<file path="src/rtl/scs_pkg.sv">
package scs_pkg;

  // Memory type codes, 2 bits per chip select
  typedef enum logic [1:0] {
    MT_ROM  = 2'd0,
    MT_BROM = 2'd1,
    MT_SRAM = 2'd2,
    MT_VLIO = 2'd3
  } mem_type_e;

  // SRAM is allowed below the split index, variable-latency I/O at or above it
  function automatic logic type_legal(input mem_type_e t, input int unsigned idx,
                                      input int unsigned split);
    case (t)
      MT_SRAM: type_legal = (idx < split);
      MT_VLIO: type_legal = (idx >= split);
      default: type_legal = 1'b1;
    endcase
  endfunction

  // Byte selects qualify the access only for these types
  function automatic logic uses_lanes(input mem_type_e t);
    uses_lanes = (t == MT_SRAM) || (t == MT_VLIO);
  endfunction

endpackage

</file>
<file path="src/rtl/scs_cfg_check.sv">
module scs_cfg_check
  import scs_pkg::*;
#(
  parameter int N_CS    = 6,
  parameter int SRAM_CS = 3
) (
  input  logic [2*N_CS-1:0] cfg_type,
  output logic [2*N_CS-1:0] eff_type,
  output logic [N_CS-1:0]   type_err
);

  for (genvar i = 0; i < N_CS; i++) begin : g_cs
    mem_type_e raw_type;
    mem_type_e use_type;

    assign raw_type    = mem_type_e'(cfg_type[2*i +: 2]);
    assign type_err[i] = !type_legal(raw_type, i, SRAM_CS);
    assign use_type    = type_err[i] ? MT_ROM : raw_type;
    assign eff_type[2*i +: 2] = use_type;

    if (i < SRAM_CS) begin : g_low

      always_comb begin
        no_vlio_low_chk: assert (mem_type_e'(eff_type[2*i +: 2]) != MT_VLIO);
      end
    end else begin : g_high

      always_comb begin
        no_sram_high_chk: assert (mem_type_e'(eff_type[2*i +: 2]) != MT_SRAM);
      end
    end
  end

endmodule

</file>
<file path="src/rtl/scs_seq.sv">
module scs_seq
  import scs_pkg::*;
#(
  parameter int N_CS   = 6,
  parameter int ADDR_W = 26,
  parameter int WAIT_W = 4,
  parameter int BEAT_W = 2,
  parameter int BS_W   = 4,
  parameter int BANK_W = 3
) (
  input  logic              clk,
  input  logic              rst_n,
  input  logic              req_valid,
  input  logic              req_write,
  input  logic [BANK_W-1:0] req_bank,
  input  logic [ADDR_W-1:0] req_addr,
  input  logic [BS_W-1:0]   req_be,
  input  logic [BEAT_W-1:0] req_beats,
  input  mem_type_e         sel_type,
  input  logic              sel_wide,
  input  logic [WAIT_W-1:0] sel_wait1,
  input  logic [WAIT_W-1:0] sel_waitb,
  input  logic              io_rdy,
  output logic              busy,
  output logic              beat_done,
  output logic [BANK_W-1:0] cur_bank,
  output logic              cur_write,
  output mem_type_e         cur_type,
  output logic              cur_wide,
  output logic [BS_W-1:0]   cur_be,
  output logic [ADDR_W-1:0] cur_addr
);

  localparam logic [ADDR_W-1:0] STEP_W32 = ADDR_W'(BS_W);
  localparam logic [ADDR_W-1:0] STEP_W16 = ADDR_W'(BS_W / 2);

  typedef enum logic {ST_IDLE = 1'b0, ST_ACT = 1'b1} seq_state_e;

  seq_state_e        state_q, state_d;
  logic [BANK_W-1:0] bank_q;
  logic              write_q;
  mem_type_e         type_q;
  logic              wide_q;
  logic [BS_W-1:0]   be_q;
  logic [ADDR_W-1:0] addr_q, addr_d;
  logic [WAIT_W-1:0] cnt_q, cnt_d;
  logic [WAIT_W-1:0] waitb_q;
  logic [BEAT_W-1:0] left_q, left_d;

  logic bank_ok, accept, cnt_zero, rdy_ok, beat, last_beat;
  logic ld_req, en_cnt, en_addr, en_left;

  // Next-state logic
  assign bank_ok   = ({1'b0, req_bank} < (BANK_W + 1)'(N_CS));
  assign accept    = (state_q == ST_IDLE) && req_valid && bank_ok;
  assign cnt_zero  = (cnt_q == '0);
  assign rdy_ok    = (type_q != MT_VLIO) || io_rdy;
  assign beat      = (state_q == ST_ACT) && cnt_zero && rdy_ok;
  assign last_beat = (left_q == '0);

  always_comb begin
    state_d = state_q;
    cnt_d   = cnt_q;
    addr_d  = addr_q;
    left_d  = left_q;
    ld_req  = 1'b0;
    en_cnt  = 1'b0;
    en_addr = 1'b0;
    en_left = 1'b0;
    case (state_q)
      ST_IDLE: begin
        if (accept) begin
          state_d = ST_ACT;
          ld_req  = 1'b1;
          en_cnt  = 1'b1;
          en_addr = 1'b1;
          en_left = 1'b1;
          cnt_d   = sel_wait1;
          addr_d  = req_addr;
          left_d  = (sel_type == MT_BROM && !req_write) ? req_beats : '0;
        end
      end
      default: begin
        if (!cnt_zero) begin
          en_cnt = 1'b1;
          cnt_d  = cnt_q - 1'b1;
        end else if (beat) begin
          if (last_beat) begin
            state_d = ST_IDLE;
          end else begin
            en_cnt  = 1'b1;
            en_addr = 1'b1;
            en_left = 1'b1;
            cnt_d   = waitb_q;
            left_d  = left_q - 1'b1;
            addr_d  = addr_q + (wide_q ? STEP_W32 : STEP_W16);
          end
        end
      end
    endcase
  end

  // Registers
  always_ff @(posedge clk or negedge rst_n) begin
    if (!rst_n) begin
      state_q <= ST_IDLE;
    end else begin
      state_q <= state_d;
    end
  end

  always_ff @(posedge clk or negedge rst_n) begin
    if (!rst_n) begin
      bank_q  <= '0;
      write_q <= 1'b0;
      type_q  <= MT_ROM;
      wide_q  <= 1'b0;
      be_q    <= '0;
      waitb_q <= '0;
    end else if (ld_req) begin
      bank_q  <= req_bank;
      write_q <= req_write;
      type_q  <= sel_type;
      wide_q  <= sel_wide;
      be_q    <= req_be;
      waitb_q <= sel_waitb;
    end
  end

  always_ff @(posedge clk or negedge rst_n) begin
    if (!rst_n) begin
      cnt_q <= '0;
    end else if (en_cnt) begin
      cnt_q <= cnt_d;
    end
  end

  always_ff @(posedge clk or negedge rst_n) begin
    if (!rst_n) begin
      addr_q <= '0;
    end else if (en_addr) begin
      addr_q <= addr_d;
    end
  end

  always_ff @(posedge clk or negedge rst_n) begin
    if (!rst_n) begin
      left_q <= '0;
    end else if (en_left) begin
      left_q <= left_d;
    end
  end

  assign busy      = (state_q == ST_ACT);
  assign beat_done = beat;
  assign cur_bank  = bank_q;
  assign cur_write = write_q;
  assign cur_type  = type_q;
  assign cur_wide  = wide_q;
  assign cur_be    = be_q;
  assign cur_addr  = addr_q;


  burst_only_read_chk: assert property (@(posedge clk) disable iff (!rst_n)
    (busy && (write_q || type_q != MT_BROM)) |-> (left_q == '0));

endmodule

</file>
<file path="src/rtl/scs_drive.sv">
module scs_drive
  import scs_pkg::*;
#(
  parameter int N_CS   = 6,
  parameter int BS_W   = 4,
  parameter int BANK_W = 3
) (
  input  logic              busy,
  input  logic [BANK_W-1:0] cur_bank,
  input  logic              cur_write,
  input  mem_type_e         cur_type,
  input  logic              cur_wide,
  input  logic [BS_W-1:0]   cur_be,
  output logic [N_CS-1:0]   cs_n,
  output logic              oe_n,
  output logic              we_n,
  output logic [BS_W-1:0]   bs_n
);

  localparam int HALF_W = BS_W / 2;

  logic lanes_on;

  assign lanes_on = busy && uses_lanes(cur_type);

  for (genvar c = 0; c < N_CS; c++) begin : g_sel
    assign cs_n[c] = !(busy && (cur_bank == BANK_W'(c)));
  end

  for (genvar l = 0; l < BS_W; l++) begin : g_lane
    if (l < HALF_W) begin : g_lo
      assign bs_n[l] = !(lanes_on && cur_be[l]);
    end else begin : g_hi
      assign bs_n[l] = !(lanes_on && cur_wide && cur_be[l]);
    end
  end

  assign oe_n = !(busy && !cur_write);
  assign we_n = !(busy && cur_write);


  always_comb begin
    one_select_chk: assert ($onehot0(~cs_n));
  end

endmodule

</file>
<file path="src/rtl/scs_ctrl.sv">
module scs_ctrl
  import scs_pkg::*;
#(
  parameter int N_CS    = 6,
  parameter int SRAM_CS = 3,
  parameter int ADDR_W  = 26,
  parameter int WAIT_W  = 4,
  parameter int BEAT_W  = 2,
  parameter int BS_W    = 4,
  parameter int BANK_W  = 3
) (
  input  logic                     clk,
  input  logic                     rst_n,
  input  logic [2*N_CS-1:0]        cfg_type,
  input  logic [N_CS-1:0]          cfg_wide,
  input  logic [WAIT_W*N_CS-1:0]   cfg_wait1,
  input  logic [WAIT_W*N_CS-1:0]   cfg_waitb,
  input  logic                     req_valid,
  input  logic                     req_write,
  input  logic [BANK_W-1:0]        req_bank,
  input  logic [ADDR_W-1:0]        req_addr,
  input  logic [BS_W-1:0]          req_be,
  input  logic [BEAT_W-1:0]        req_beats,
  input  logic                     io_rdy,
  output logic                     busy,
  output logic                     beat_done,
  output logic [N_CS-1:0]          cs_n,
  output logic                     oe_n,
  output logic                     we_n,
  output logic [BS_W-1:0]          bs_n,
  output logic [ADDR_W-1:0]        mem_addr,
  output logic [N_CS-1:0]          type_err
);

  localparam logic [ADDR_W-1:0] STEP_W32 = ADDR_W'(BS_W);
  localparam logic [ADDR_W-1:0] STEP_W16 = ADDR_W'(BS_W / 2);

  logic [2*N_CS-1:0] eff_type;
  mem_type_e         sel_type;
  logic              sel_wide;
  logic [WAIT_W-1:0] sel_wait1, sel_waitb;

  logic [BANK_W-1:0] cur_bank;
  logic              cur_write;
  mem_type_e         cur_type;
  logic              cur_wide;
  logic [BS_W-1:0]   cur_be;

  scs_cfg_check #(.N_CS(N_CS), .SRAM_CS(SRAM_CS)) u_cfg (
    .cfg_type (cfg_type),
    .eff_type (eff_type),
    .type_err (type_err)
  );

  // Per-bank configuration select
  always_comb begin
    sel_type  = MT_ROM;
    sel_wide  = 1'b0;
    sel_wait1 = '0;
    sel_waitb = '0;
    for (int i = 0; i < N_CS; i++) begin
      if (req_bank == BANK_W'(i)) begin
        sel_type  = mem_type_e'(eff_type[2*i +: 2]);
        sel_wide  = cfg_wide[i];
        sel_wait1 = cfg_wait1[WAIT_W*i +: WAIT_W];
        sel_waitb = cfg_waitb[WAIT_W*i +: WAIT_W];
      end
    end
  end

  scs_seq #(
    .N_CS(N_CS), .ADDR_W(ADDR_W), .WAIT_W(WAIT_W),
    .BEAT_W(BEAT_W), .BS_W(BS_W), .BANK_W(BANK_W)
  ) u_seq (
    .clk       (clk),
    .rst_n     (rst_n),
    .req_valid (req_valid),
    .req_write (req_write),
    .req_bank  (req_bank),
    .req_addr  (req_addr),
    .req_be    (req_be),
    .req_beats (req_beats),
    .sel_type  (sel_type),
    .sel_wide  (sel_wide),
    .sel_wait1 (sel_wait1),
    .sel_waitb (sel_waitb),
    .io_rdy    (io_rdy),
    .busy      (busy),
    .beat_done (beat_done),
    .cur_bank  (cur_bank),
    .cur_write (cur_write),
    .cur_type  (cur_type),
    .cur_wide  (cur_wide),
    .cur_be    (cur_be),
    .cur_addr  (mem_addr)
  );

  scs_drive #(.N_CS(N_CS), .BS_W(BS_W), .BANK_W(BANK_W)) u_drive (
    .busy      (busy),
    .cur_bank  (cur_bank),
    .cur_write (cur_write),
    .cur_type  (cur_type),
    .cur_wide  (cur_wide),
    .cur_be    (cur_be),
    .cs_n      (cs_n),
    .oe_n      (oe_n),
    .we_n      (we_n),
    .bs_n      (bs_n)
  );


  strobe_excl_chk: assert property (@(posedge clk) disable iff (!rst_n)
    !(!oe_n && !we_n));


  strobe_stable_chk: assert property (@(posedge clk) disable iff (!rst_n)
    (busy && $past(busy)) |-> ($stable(cs_n) && $stable(oe_n) && $stable(we_n)));


  rom_lanes_chk: assert property (@(posedge clk) disable iff (!rst_n)
    (!busy || cur_type == MT_ROM || cur_type == MT_BROM) |-> (bs_n == '1));


  end_on_beat_chk: assert property (@(posedge clk) disable iff (!rst_n)
    $fell(busy) |-> $past(beat_done));


  write_single_chk: assert property (@(posedge clk) disable iff (!rst_n)
    (beat_done && !we_n) |=> !busy);


  vlio_hold_chk: assert property (@(posedge clk) disable iff (!rst_n)
    (busy && cur_type == MT_VLIO && !io_rdy) |-> !beat_done);


  burst_step_chk: assert property (@(posedge clk) disable iff (!rst_n)
    (busy && $past(busy) && $past(beat_done)) |->
      (mem_addr == $past(mem_addr) + (cur_wide ? STEP_W32 : STEP_W16)));

endmodule

</file>
<file path="config.mk">
export PLATFORM = sky130hd
export DESIGN_NAME = scs_ctrl
export DESIGN_NICKNAME = d
export VERILOG_FILES = /design/src/rtl/scs_pkg.sv /design/src/rtl/scs_cfg_check.sv /design/src/rtl/scs_seq.sv /design/src/rtl/scs_drive.sv /design/src/rtl/scs_ctrl.sv
export SDC_FILE = /design/constraint.sdc
export NUM_CORES = 1
export LEC_CHECK = 0
export ABC_AREA = 1
export BUFFER_PORTS_ARGS = -buffer_cell sky130_fd_sc_hd__buf_2
export CORE_AREA = 2 2 94 96
export DETAILED_ROUTE_END_ITERATION = 7
export DIE_AREA = 0 0 96 98
export PLACE_DENSITY = 0.74
export SLEW_MARGIN = 10
export SYNTH_ARGS = -nofsm -noshare
export SYNTH_HDL_FRONTEND = slang
export SYNTH_SLANG_ARGS = --single-unit
</file>
<file path="constraint.sdc">
create_clock -name clk -period 1.83 [get_ports clk]
set_input_delay 0.183 -clock clk [delete_from_list [all_inputs] [get_ports clk]]
set_output_delay 0.183 -clock clk [all_outputs]
set_load 0.005 [all_outputs]
</file>
==> Yosys cells after proc, flatten, opt, wreduce, memory -nomap -nowiden <==
Index checks and enable logic that the tools add are counted.
{ "word_totals": {"regBits": 48, "out_inout_bits": 46, "wordCells": 140} }
{ "classes": {"add_sub_neg": 3, "magnitude_cmp": 1, "eq_ne": 25, "n_mux": 58, "bitwise_logic": 1, "n_reduce_logical": 42} }
{ "ops": {"columns": ["cell", "count"], "rows": [
  ["$mux 26", 5],
  ["$mux 4", 17],
  ["$mux 2", 18],
  ["$add 26x26->26", 1],
  ["$logic_and 1x1->1", 19],
  ["$mux 1", 17],
  ["$eq 2x2->1 const B", 8],
  ["$logic_not 1->1", 14],
  ["$eq 3x2->1 const B", 4],
  ["$eq 3x3->1 const B", 4],
  ["$ne 2x2->1 const B", 4],
  ["$eq 3x1->1 const B", 2],
  ["$logic_not 3->1", 2],
  ["$ne 3x3->1 const B", 2],
  ["$reduce_and 5->1", 1],
  ["$logic_not 4->1", 1],
  ["$reduce_and 4->1", 1],
  ["$sub 4x1->4 const B", 1],
  ["$lt 3x3->1 const B", 1],
  ["$mux 3", 1],
  ["$eq 2x1->1 const B", 1],
  ["$logic_not 2->1", 1],
  ["$logic_or 1x1->1", 2],
  ["$reduce_bool 2->1", 1],
  ["2 further kinds", 2]
]} }

==> Longest topological paths before layout <==
{ "depth": {"ltp_word": 13, "mapped_depth": 12} }

==> By module <==
A second synthesis with hierarchy kept.
{ "unflattened": {"cells_unflattened": 606, "area_unflattened_um2": 3875.0} }
{ "modules_own_cells": {"columns": ["mod", "n_inst", "cells_per_inst", "area_each_um2", "seq_area_each_um2"], "rows": [
  ["scs_seq", 1, 428, 3074.2, 1201.2],
  ["scs_ctrl", 1, 127, 581.8, 0.0],
  ["scs_cfg_check", 1, 33, 123.9, 0.0],
  ["scs_drive", 1, 18, 95.1, 0.0]
]} }

==> Worst setup path after synthesis <==
No wires, ideal clock.
{ "synth_path": {"kind": "register -> register", "startpoint": "register u_seq.wide_q (netlist: u_seq.cur_wide)", "endpoint": "register u_seq.addr_q[17] (netlist: u_seq.cur_addr[17])", "setup_time_ns": 0.116, "arrival_time_ns": 1.722, "required_time_ns": 1.714, "path_slack_ns": -0.008, "stages_incl_launch_ff": 13, "n_path_buf": 0, "synth_period_minus_slack_ns": 1.838, "cell_sequence": "dfrtp_1 > inv_1 > ha_1 > fa_1 > nand2_1 > nor2_4 > nand2_1 > inv_2 > nand4_1 > or2_1 > nand3_1 > nand2_1 > nand2_1"} }
{ "synth_between": {"elab_chain_len": 6} }
{ "synth_lines": {"columns": ["element", "line_no", "text"], "rows": [
  ["start: declaration", "scs_seq.sv:43", "logic wide_q;"],
  ["start signal: assignment", "scs_seq.sv:124", "wide_q <= sel_wide;"],
  ["$mux 3", "scs_seq.sv:96", "addr_d = addr_q + (wide_q ? STEP_W32 : STEP_W16);"],
  ["$add 26x26->26", "scs_seq.sv:96", null],
  ["$mux 26", "scs_seq.sv:88", "if (last_beat) begin"],
  ["$mux 26", "scs_seq.sv:87", "end else if (beat) begin"],
  ["$mux 26", "scs_seq.sv:84", "if (!cnt_zero) begin"],
  ["$mux 26", "scs_seq.sv:70", "case (state_q)"],
  ["end signal: assignment", "scs_seq.sv:142", "addr_q <= addr_d;"],
  ["end: declaration", "scs_seq.sv:45", "logic [ADDR_W-1:0] addr_q, addr_d;"]
]} }
No other way between the ends. The select of a mux whose other input is x is not followed.
A chain may end at the register's enable or synchronous reset.

==> Worst setup path after layout <==
{ "layout_path": {"startpoint": "register u_seq.wide_q (netlist: u_seq.cur_wide)", "endpoint": "register u_seq.addr_q[14] (netlist: u_seq.cur_addr[14])"} }
Same word-level chain as after synthesis.

==> key figures <==
Setup path
  – Most frequent CP cell: nand2_2
  – Crit path DAT: approximately 2100 ps
  – CP max stage cell: dfrtp_1
  – Worst Setup End Kind: flip-flop
  – Crit-path cells: buf_4 > ha_4 > nand2_2 > a21oi_4 > nand2_4 > nor2_4 > nand2_2 > o21ai_2 > a21oi_1 > nor2_1
  – Worst path bufs/invs: 1
  – Crit path max-delay family: simple AND/OR/NAND/NOR gates
  – CP peak stage delay: 410 ps
  – WS Path Type: reg2reg
  – Worst Setup Start Kind: flip-flop
  – Reg-to-reg slack, setup: -20 ps
  – CP required: 2080 ps
  – Max FO, Critical Path: 5

Synthesis
  – Avg Inst Size Synth: ~6.3 um^2
  – #FFs+latches synth: 48
  – Sequential-to-total area share from yosys stat: 33.0%
  – Cells after Synth: about 580
  – Yosys cell types: 35
  – Synth Cell Area: about 3600 um^2
  – Mapped Nets: 688
  – Yosys warnings: 0

Die
  – Die Y: 98 um
  – Cell row count: 34
  – Starting Density: a little over two fifths
  – DIE AREA: 9410 um^2
  – Die X: approximately 96 um
  – Top-Level Pins: 152
  – Core Region: 8470 um^2

STA
  – Fin crit period: 1850 ps
  – Final setup margin: -20.0 ps
  – Max Clock Freq: 541 MHz
  – Final hold vios: 0
  – Max-slew violations: 0
  – Clk_skew: 7.36 ps
  – Slew HR: roughly 50%
  – RSZ-0062 raised after global routing: true
  – Fin crit share: 101%
  – Final setup vio count: 3
  – Worst slew pin tran: ~750 ps

Routing
  – Starting DRT DRC Count: 237
  – Total iterations of the first detailed-routing run: 5
  – Overall routed net length: 12200 um
  – Post-DR wirelength/cell: 14.3 um
  – Met1 wire length: 4720 um
  – Via-to-Cell Ratio: 5.23
  – Vias: 4464
  – Met3 wire len: 1010 um
  – DRC viols: 0
  – Uppermost layer routed: met4
  – DR WL met2: 6130 um
  – Post-route ant nets: 0

Power
  – Leakage: 2.54 nW
  – Total chip power: 6.62 mW
  – Pwr dens: 1360 nW/um^2
  – Peak VDD IR: 0.524 mV

Worst hold path
  – Hold Crit Class: in2reg

Clock tree
  – Clock-pin slew on the worst setup and hold paths: 90 ps
  – Clock Path Buffers: 2
  – CTS H-Tree Depth: 2
  – Clk root buf: clkbuf_8
  – Num CTS Buffers: 5
  – Clk sinks: 48
  – TritonCTS clock tree: built
  – Clock Latency Late Sink: roughly 310 ps

Layout
  – Commonest non-fill, non-tap cell in the layout: nand2_1
  – Multi-input logic area: 2170 um^2
  – Layout area overhead: 34.0%
  – Filler cells: 843
  – Nets@finish: 856
  – Most frequent cells in the layout: 155 x nand2_1, 150 x buf_2, 80 x nor2_1
  – Fraction of layout cells with a size suffix above 1: 30.5%
  – FF/Latch Area: 1200 um^2
  – Ant diodes: 0

Placement
  – RePlAce Congestion: 0.965
  – Dpl ws: -26.9 ps
  – Post-DP HPWL: 9330 um
  – PortBufs: around 150

Global routing
  – Initial antenna violation count: 0
  – Total GRT Usage: between 20 and 30%
  – First-pass GRT wire length: 19000 um
  – Largest net degree at the start of global routing: 49
  – GRT overflow: 0
  – Vias in the first global route: approximately 4200

Job
  – Max-cap viol count: 0

Status
  – Status: complete, but fails checks
  – Failing checks: negative setup slack
report_power, final:
group	internal [mW]	switching (mW)
Sequential	1.57	0.549
Clock	0.308	0.381
Combinational	1.62	2.18
synth_stat cells:
cell	n	share of area, %
nand3_1	63	8.7
buf_4	5	1.0
nand2_1	162	17
o211ai_1	3	0.62
clkinv_1	1	0.10
nor3_2	1	0.27
a22oi_1	4	0.82
a21oi_2	1	0.24
ha_1	5	1.7
nor2_1	82	8.4
buf_2	5	0.69
buf_1	3	0.31
clkbuf_1	8	0.82
o21ai_1	5	0.69
or2_1	1	0.17
xor2_1	2	0.48
nand4_1	22	3.8
a21oi_1	19	2.6
inv_1	59	6.1
xnor2_1	3	0.72
nand2_2	1	0.17
nor3_4	1	0.45
nand3_2	2	0.55
o22ai_1	4	0.69
o21ai_2	1	0.24
inv_2	6	0.62
o21ai_0	40	5.5
fa_1	1	0.55
or2_2	2	0.34
nand3b_1	2	0.41
nor2_4	3	0.93
nor3_1	8	1.1
dfrtp_1	48	33
a31oi_1	2	0.34
a21boi_1	1	0.21
final cells by class:
cell class | instances | share of cell area, %
clock buffers | 7 | 1.77
inverters | 66 | 5.18
repair buffers | 182 | 20.9
flip-flops and latches | 48 | 24.7
multi-input cells | 441 | 44.6
clock inverters | 1 | 0.154
well taps | 108 | 2.77
worst register-to-register path: cells and delay by family (launching register included):
| kind | cells | cell delay, ps |
|---|---|---|
| simple gates | 5 | 510 |
| compound gates | 3 | 460 |
| flops | 1 | 410 |
| fa+ha+maj | 1 | 260 |
| buf+inv | 1 | 160 |
path summary, 6_finish.rpt:
path	cells after the start	startpoint	endpoint
max	10	u_seq.cur_wide$_DFFE_PN0P_	u_seq.cur_addr[14]$_DFFE_PN0P_
min	3	req_be[3]	u_seq.cur_be[3]$_DFFE_PN0P_
max reg2reg	10	u_seq.cur_wide$_DFFE_PN0P_	u_seq.cur_addr[14]$_DFFE_PN0P_
min reg2reg	2	u_seq.cur_addr[0]$_DFFE_PN0P_	u_seq.cur_addr[0]$_DFFE_PN0P_
max in group asynchronous	3	rst_n	u_seq.cur_addr[5]$_DFFE_PN0P_
min in group asynchronous	3	rst_n	u_seq.cur_addr[10]$_DFFE_PN0P_
flip-flops by register name, summed over array words and instances (netlist names):
register	count
u_seq.cur_be	4
u_seq.left_q	2
u_seq.busy	1
u_seq.cur_write	1
u_seq.cur_bank	3
u_seq.waitb_q	4
u_seq.cur_type	2
u_seq.cur_wide	1
u_seq.cur_addr	26
u_seq.cnt_q	4
kinds of logic (layout without fill, tap and decap cells):
kind of cell / count (synthesis) / after routing / synth area share [%]
AND/OR/NAND/NOR: 350 / 350 / 42.0
buffers and inverters: 87 / 256 / 9.65
AO/OA/AOI/OAI: 80 / 80 / 12.0
flip-flops: 48 / 48 / 33.0
adder cells (fa/ha/maj): 6 / 6 / 2.27
XOR/XNOR: 5 / 5 / 1.20
routing by layer:
metal	GRT usage, %	vias to the layer above
met3	3.78	23
li1	-	2215
met4	8.02	0
met5	0	-
met1	31.4	2002
met2	45.3	224
stage by stage:
step                setup TNS [ps]  util (%)  std cells  hold WS, ps  area (um^2)
floorplan                        0         -        576         -113         3650
global placement                 0      54.3        834          331         4600
detailed placement           -61.7      54.3        834          327         4600
CTS                              0      55.9        845         57.9         4730
global route                  -840      57.7        853         67.8         4880
finish                       -28.9      57.7        853         61.4         4880
repair_timing:
item,in CTS,in global routing
hold buffers,1,0
pin swaps,1,10
endpoints found under the hold margin,13,0
setup buffers,2,8
gates cloned,0,0
setup endpoints to repair,7,28
gates resized for setup,5,34
Note: power is estimated with default switching activity, not from simulation.
